[src/rtl/ctp_pkg.sv]
`timescale 1ns/1ps
package ctp_pkg;
  localparam int          CMD_W        = 32;
  localparam int          NWORDS       = 2;
  localparam logic [31:0] UNDEF_MASK   = 32'hFA7CB801;
  localparam int          DATA_SEL_BIT = 2;
  localparam int          WRITE_BIT    = 1;

  // Scatter of command bits onto L1 address positions.
  function automatic logic [31:0] scatter_cmd(input logic [31:0] c);
    logic [31:0] a;
    a        = '0;
    a[11]    = c[26];
    a[21]    = c[24];
    a[15]    = c[23];
    a[13:12] = c[17:16];
    a[14]    = c[14];
    a[10:3]  = c[10:3];
    return a;
  endfunction

  function automatic logic [31:0] build_addr(input logic [31:0] c, input logic [31:0] base);
    return base | scatter_cmd(c);
  endfunction
endpackage

[src/rtl/ctp_cmd_decode.sv]
`timescale 1ns/1ps
module ctp_cmd_decode
  import ctp_pkg::*;
(
  input  logic        cmd_wr_en,
  input  logic [31:0] cmd_data,
  input  logic        busy,
  input  logic [31:0] sram_base,
  output logic        accept,
  output logic        bad_undef,
  output logic        bad_tag,
  output logic        start,
  output logic [31:0] start_addr,
  output logic        start_we
);
  logic nonzero;

  always_comb begin
    accept     = cmd_wr_en & ~busy;
    nonzero    = |cmd_data;
    bad_undef  = accept & nonzero & (|(cmd_data & UNDEF_MASK));
    bad_tag    = accept & nonzero & ~cmd_data[DATA_SEL_BIT];
    start      = accept & nonzero & ~bad_undef & ~bad_tag;
    start_addr = build_addr(cmd_data, sram_base);
    start_we   = cmd_data[WRITE_BIT];
  end
endmodule

[src/rtl/ctp_xfer_ctrl.sv]
`timescale 1ns/1ps
module ctp_xfer_ctrl #(
  parameter int AW = 32,
  parameter int DW = 32,
  parameter int NB = 2
) (
  input  logic          clk,
  input  logic          rst_n,
  input  logic          start,
  input  logic [AW-1:0] start_addr,
  input  logic          start_we,
  input  logic          mem_ack,
  output logic          busy,
  output logic          mem_req,
  output logic          mem_we,
  output logic [AW-1:0] mem_addr,
  output logic [(NB>1 ? $clog2(NB) : 1)-1:0] beat_idx,
  output logic          beat_ack
);
  localparam int BW      = (NB > 1) ? $clog2(NB) : 1;
  localparam int STEP_SH = $clog2(DW / 8);
  localparam logic [BW-1:0] LAST = BW'(NB - 1);

  logic          active;
  logic [BW-1:0] beat;
  logic [AW-1:0] base_q;
  logic          we_q;
  logic          last_beat;

  always_ff @(posedge clk or negedge rst_n) begin
    if (!rst_n) begin
      active <= 1'b0;
      beat   <= '0;
      base_q <= '0;
      we_q   <= 1'b0;
    end else if (!active) begin
      if (start) begin
        active <= 1'b1;
        beat   <= '0;
        base_q <= start_addr;
        we_q   <= start_we;
      end
    end else if (mem_ack) begin
      if (beat == LAST) active <= 1'b0;
      else              beat   <= beat + 1'b1;
    end
  end

  assign last_beat = (beat == LAST);
  assign busy      = active;
  assign mem_req   = active;
  assign mem_we    = we_q;
  assign mem_addr  = base_q + (AW'(beat) << STEP_SH);
  assign beat_idx  = beat;
  assign beat_ack  = active & mem_ack;

  AST_REQ_HOLD: assert property (@(posedge clk) disable iff (!rst_n)
    (mem_req && !mem_ack) |=> (mem_req && $stable(mem_addr) && $stable(mem_we)));
  AST_DONE_IDLE: assert property (@(posedge clk) disable iff (!rst_n)
    (beat_ack && last_beat) |=> !busy);
endmodule

[src/rtl/ctp_data_regs.sv]
`timescale 1ns/1ps
module ctp_data_regs #(
  parameter int DW = 32,
  parameter int NW = 2
) (
  input  logic                clk,
  input  logic                rst_n,
  input  logic [NW-1:0]       host_we,
  input  logic [DW-1:0]       host_data,
  input  logic                busy,
  input  logic                xfer_we,
  input  logic                beat_ack,
  input  logic [(NW>1 ? $clog2(NW) : 1)-1:0] beat_idx,
  input  logic [DW-1:0]       rdata,
  output logic [NW-1:0][DW-1:0] words
);
  localparam int BW = (NW > 1) ? $clog2(NW) : 1;

  for (genvar i = 0; i < NW; i++) begin : g_word
    logic load_host, load_mem;
    assign load_host = host_we[i] & ~busy;
    assign load_mem  = beat_ack & ~xfer_we & (beat_idx == BW'(i));

    always_ff @(posedge clk or negedge rst_n) begin
      if (!rst_n)         words[i] <= '0;
      else if (load_mem)  words[i] <= rdata;
      else if (load_host) words[i] <= host_data;
    end

    AST_DATA_FROZEN: assert property (@(posedge clk) disable iff (!rst_n)
      (busy && xfer_we) |=> $stable(words[i]));
  end
endmodule

[src/rtl/cache_test_seq.sv]
`timescale 1ns/1ps
module cache_test_seq
  import ctp_pkg::*;
#(
  parameter int AW = 32,
  parameter int DW = 32
) (
  input  logic          clk,
  input  logic          rst_n,
  input  logic [AW-1:0] sram_base,
  input  logic          cmd_wr_en,
  input  logic [31:0]   cmd_wr_data,
  input  logic [1:0]    dat_wr_en,
  input  logic [DW-1:0] dat_wr_data,
  input  logic          icmd_wr_en,
  input  logic [31:0]   icmd_wr_data,
  input  logic          mem_ack,
  input  logic [DW-1:0] mem_rdata,
  output logic [31:0]   cmd_q,
  output logic [DW-1:0] dat0_q,
  output logic [DW-1:0] dat1_q,
  output logic          busy,
  output logic          err_undef,
  output logic          err_tag,
  output logic          err_inst,
  output logic          mem_req,
  output logic          mem_we,
  output logic [AW-1:0] mem_addr,
  output logic [DW-1:0] mem_wdata
);
  localparam int BW = (NWORDS > 1) ? $clog2(NWORDS) : 1;

  logic          accept, bad_undef, bad_tag, start, start_we;
  logic [31:0]   start_addr;
  logic [BW-1:0] beat_idx;
  logic          beat_ack;
  logic [NWORDS-1:0][DW-1:0] words;

  ctp_cmd_decode u_dec (
    .cmd_wr_en (cmd_wr_en),
    .cmd_data  (cmd_wr_data),
    .busy      (busy),
    .sram_base (sram_base),
    .accept    (accept),
    .bad_undef (bad_undef),
    .bad_tag   (bad_tag),
    .start     (start),
    .start_addr(start_addr),
    .start_we  (start_we)
  );

  ctp_xfer_ctrl #(.AW(AW), .DW(DW), .NB(NWORDS)) u_xfer (
    .clk       (clk),
    .rst_n     (rst_n),
    .start     (start),
    .start_addr(start_addr),
    .start_we  (start_we),
    .mem_ack   (mem_ack),
    .busy      (busy),
    .mem_req   (mem_req),
    .mem_we    (mem_we),
    .mem_addr  (mem_addr),
    .beat_idx  (beat_idx),
    .beat_ack  (beat_ack)
  );

  ctp_data_regs #(.DW(DW), .NW(NWORDS)) u_data (
    .clk      (clk),
    .rst_n    (rst_n),
    .host_we  (dat_wr_en),
    .host_data(dat_wr_data),
    .busy     (busy),
    .xfer_we  (mem_we),
    .beat_ack (beat_ack),
    .beat_idx (beat_idx),
    .rdata    (mem_rdata),
    .words    (words)
  );

  always_ff @(posedge clk or negedge rst_n) begin
    if (!rst_n) begin
      cmd_q     <= '0;
      err_undef <= 1'b0;
      err_tag   <= 1'b0;
      err_inst  <= 1'b0;
    end else begin
      if (accept) cmd_q <= cmd_wr_data;
      err_undef <= bad_undef;
      err_tag   <= bad_tag;
      err_inst  <= icmd_wr_en & (|icmd_wr_data);
    end
  end

  assign dat0_q    = words[0];
  assign dat1_q    = words[1];
  assign mem_wdata = words[beat_idx];

  AST_ZERO_IDLE: assert property (@(posedge clk) disable iff (!rst_n)
    (cmd_wr_en && !busy && cmd_wr_data == 32'h0) |=> !busy);
  AST_UNDEF_NO_REQ: assert property (@(posedge clk) disable iff (!rst_n)
    err_undef |-> !mem_req);
  AST_TAG_NO_REQ: assert property (@(posedge clk) disable iff (!rst_n)
    err_tag |-> !mem_req);
  AST_BUSY_REJECT: assert property (@(posedge clk) disable iff (!rst_n)
    (busy && cmd_wr_en) |=> ($stable(cmd_q) && !err_undef && !err_tag));
  AST_INST_ERR: assert property (@(posedge clk) disable iff (!rst_n)
    (icmd_wr_en && icmd_wr_data != 32'h0) |=> err_inst);
endmodule

[config.mk]
export PLATFORM = sky130hd
export DESIGN_NAME = cache_test_seq
export DESIGN_NICKNAME = d
export VERILOG_FILES = /design/src/rtl/ctp_pkg.sv /design/src/rtl/ctp_cmd_decode.sv /design/src/rtl/ctp_xfer_ctrl.sv /design/src/rtl/ctp_data_regs.sv /design/src/rtl/cache_test_seq.sv
export SDC_FILE = /design/constraint.sdc
export NUM_CORES = 1
export LEC_CHECK = 0
export ABC_CLOCK_PERIOD_IN_PS = 2100
export CAP_MARGIN = 0
export CELL_PAD_IN_SITES_DETAIL_PLACEMENT = 1
export CELL_PAD_IN_SITES_GLOBAL_PLACEMENT = 1
export CORE_MARGIN = 4
export CORE_UTILIZATION = 30
export DETAILED_ROUTE_END_ITERATION = 6
export PLACE_DENSITY = 0.87
export SLEW_MARGIN = 20
export SYNTH_ARGS = -nofsm -noshare
export SYNTH_HDL_FRONTEND = slang
export SYNTH_SLANG_ARGS = --single-unit
[constraint.sdc]
create_clock -name clk -period 2.1 [get_ports clk]
set_input_delay 0.42 -clock clk [delete_from_list [all_inputs] [get_ports clk]]
set_output_delay 0.42 -clock clk [all_outputs]
set_load 0.02 [all_outputs]
==> flow_summary.yaml <==
status:
  status: "finished, violations left"
  violations: "setup timing"
run:
  maxCapViolations: 0
clock_network:
  path_clk_slew_ns: 0.06
  cts_max_level: 4
  clock_sinks: 134
  cts_tree: "built"
  cts_buffers: 17
  insertion_delay_ns: 0.43
  clk_path_buf_depth: 2
  clock-root-buffer: "clkbuf_16"
sta:
  fin_crit_sh_pct: 133
  slew_viol_final: 0
  min_period_ns: 2.79
  worstMarginPinSlew_ns: 0.470
  setup-tns-final_ns: -26.86
  rsz0062_at_grt: "yes"
  finalHoldViolations: 0
  finalSetupViolCount: 90
  setup_ws_ns: -0.692
  max_slew_margin_pct: 68.7
  hold_slack_ns: 0.489
  skew_ns: 0.0172
  max_freq_mhz: 358
drt:
  drcViolationCount: 0
  first_pass_iters: 4
  routed_wl_mm: 32.2
  wl_per_cell_um: 23.6
  drt_iter0_drc: 371
  vias: 7163
  viasPerCell: 5.25
  drtAntennaViolNets: 0
power_and_ir_drop:
  power.density_mw_per_mm2: 614
  p_leak_uw: 0.00542
  power.total_uw: 7490
  ir_drop_mv: 0.400
grt:
  use_met1_pct: 28.6
  globalRoute.totalOverflow: 0
  met3_usage_pct: 6.07
  antenna_found_initial: 1
  grt_pass1_vias: 7872
  grt_first_pass_wirelength_mm: 46.1
  met2_usage_pct: 42.5
  grt_start_max_net_pins: 58
  busiest_layer: "met2"
  track_usage_pct: 24.2
setup_path:
  crit_family: "simple AND/OR/NAND/NOR gates"
  cp_data_required_time_ns: 1.68
  cp_slowest_cell: "dfrtp_1"
  worstPathArrival_ns: 2.37
  end_kind: "output port"
  crit_chain: "ha_4, ha_4, nand4_1, buf_4, buf_4, or3_1, nor2_2, xor2_2, buf_4"
  crit_fanout: 2
  crit_top_cell: "buf_4"
  startpoint_type: "register"
  slowest_delay_ns: 0.41
  critPathKind: "register to output port"
  worst-path-buf-inv: 3
floorplanning:
  die_h_um: 158
  core_mm2: 0.0220
  io-pin-count: 333
  start_util_pct: 30.7
  num_rows: 54
  dieArea_mm2: 0.0250
  die_w_um: 158
min_path:
  min_path_type: "register to register"
final_layout:
  layout_common_cells: "clkdlybuf4s50_1 (269), dfrtp_1 (133), nand2_1 (124)"
  fin_util_pct: 55.4
  synthToLayoutAreaGrowth_pct: 80.5
  nets: 1239
  final_common_cell: "clkdlybuf4s50_1"
  nFillCells: 2347
  layout-drive-gt1-share_pct: 30.7
yosys:
  syn-cell-area_mm2: 0.00676
  synth_flop_cell: "dfrtp_1"
  syn_avg_cell_area_um2: 10.1
  synthDistinctLibCells: 42
  synthesis.nets: 838
  seq_area_frac_synth_pct: 49.6
  synthCells: 669
  ys_warn_count: 0
  ys_ff_latch: 134
  synth_edf_count: 0
  async_reset_ff_share_pct: 100
placed_design:
  globalplace.congestion: 0.923
  hpwl_mm: 21.6
  port_buffers: 332
[what timing repair did]
| item | 4_1_cts | 5_1_grt |
|---|---|---|
| pin swaps | 19 | 21 |
| gates resized for setup | 381 | 86 |
| hold buffers | 1 | 0 |
| setup endpoints to repair | 62 | 63 |
| buffers inserted | 20 | 8 |
| hold endpoints to repair | 41 | 0 |
| gates cloned | 5 | 4 |
[synthesized netlist by cell type (3+ instances only)]
master | n | area share [%]
nand3_1 | 25 | 1.9
buf_2 | 7 | 0.52
a31oi_1 | 51 | 4.7
o31ai_1 | 12 | 1.3
buf_4 | 4 | 0.44
xnor2_1 | 21 | 2.7
nor2_1 | 73 | 4.1
dfrtp_1 | 134 | 50
a22oi_1 | 13 | 1.4
xor2_1 | 7 | 0.91
nor4_1 | 12 | 1.1
o21ai_0 | 12 | 0.89
mux2_2 | 66 | 11
nor2b_1 | 3 | 0.28
nand2_1 | 126 | 7.0
nand2b_1 | 3 | 0.28
nand4_4 | 3 | 0.94
mux2_1 | 16 | 2.7
buf_1 | 5 | 0.28
nand4_1 | 10 | 0.93
clkbuf_1 | 28 | 1.6
nor4_4 | 6 | 1.9
and3_1 | 7 | 0.65
[layout make-up]
class | count | area (um^2) | area share (%)
multi-input cells | 487 | 3580 | 29.3
well taps | 280 | 350 | 2.87
diodes | 1 | 2.50 | 0.0205
repair buffers | 428 | 4340 | 35.6
flip-flops and latches | 134 | 3350 | 27.5
clock inverters | 14 | 128 | 1.05
clock buffers | 18 | 439 | 3.60
inverters | 2 | 7.51 | 0.0615
[metrics by stage]
stage	setup WS, ns	cell area, um^2	std cells
3_5_place_dp	-0.635	10900	1298
5_1_grt	-0.824	12200	1363
3_3_place_gp	-0.556	10900	1298
4_1_cts	-0.663	11800	1356
6_report	-0.692	12200	1364
2_1_floorplan	-0.0530	6800	669
[final timing paths]
path                                  startpoint                 to  slack (ns)  cells past startpoint
worst min register to register  u_xfer.base_q[1]   u_xfer.base_q[1]        0.49                      1
worst max register to register   u_xfer.beat_idx   u_data.words[12]       -0.07                     11
worst min-delay path            u_xfer.base_q[1]   u_xfer.base_q[1]        0.49                      1
max in group asynchronous                  rst_n   u_xfer.base_q[6]        0.91                      3
worst max-delay path            u_xfer.base_q[2]       mem_addr[14]       -0.69                      9
min in group asynchronous                  rst_n  u_xfer.base_q[28]        0.51                      2
[kinds of logic (layout without fill, tap and decap cells)]
group,count (synthesis),after routing,synth area share [%]
compound gates,91,91,8.68
xor+xnor,28,28,3.63
fa+ha+maj,2,2,0.370
buf+inv,48,462,3.24
flops,134,134,49.6
mux,84,84,14.0
other cells,0,1,0
simple gates,282,282,20.5
[metal layers]
layer  vias to the layer above  share of wire, %
met3                        70               7.4
met1                      3575                38
li1                       3163                 -
met4                         2               3.1
met5                         -             0.040
met2                       353                51
[report_power, final]
| part | internal, uW | leakage, uW | switching, uW |
|---|---|---|---|
| Sequential | 2760 | 0.00167 | 152 |
| Clock | 1600 | 0.000275 | 1320 |
| Combinational | 882 | 0.00347 | 783 |
| Total | 5230 | 0.00542 | 2260 |
[flip-flops by register name, summed over array words and instances, names as in the netlist]
register,flops
cmd_q,32
u_xfer.busy,1
u_data.words,64
err_tag,1
u_xfer.mem_we,1
u_xfer.base_q,32
err_inst,1
err_undef,1
u_xfer.beat_idx,1
Note: power is estimated with default switching activity, not from simulation.
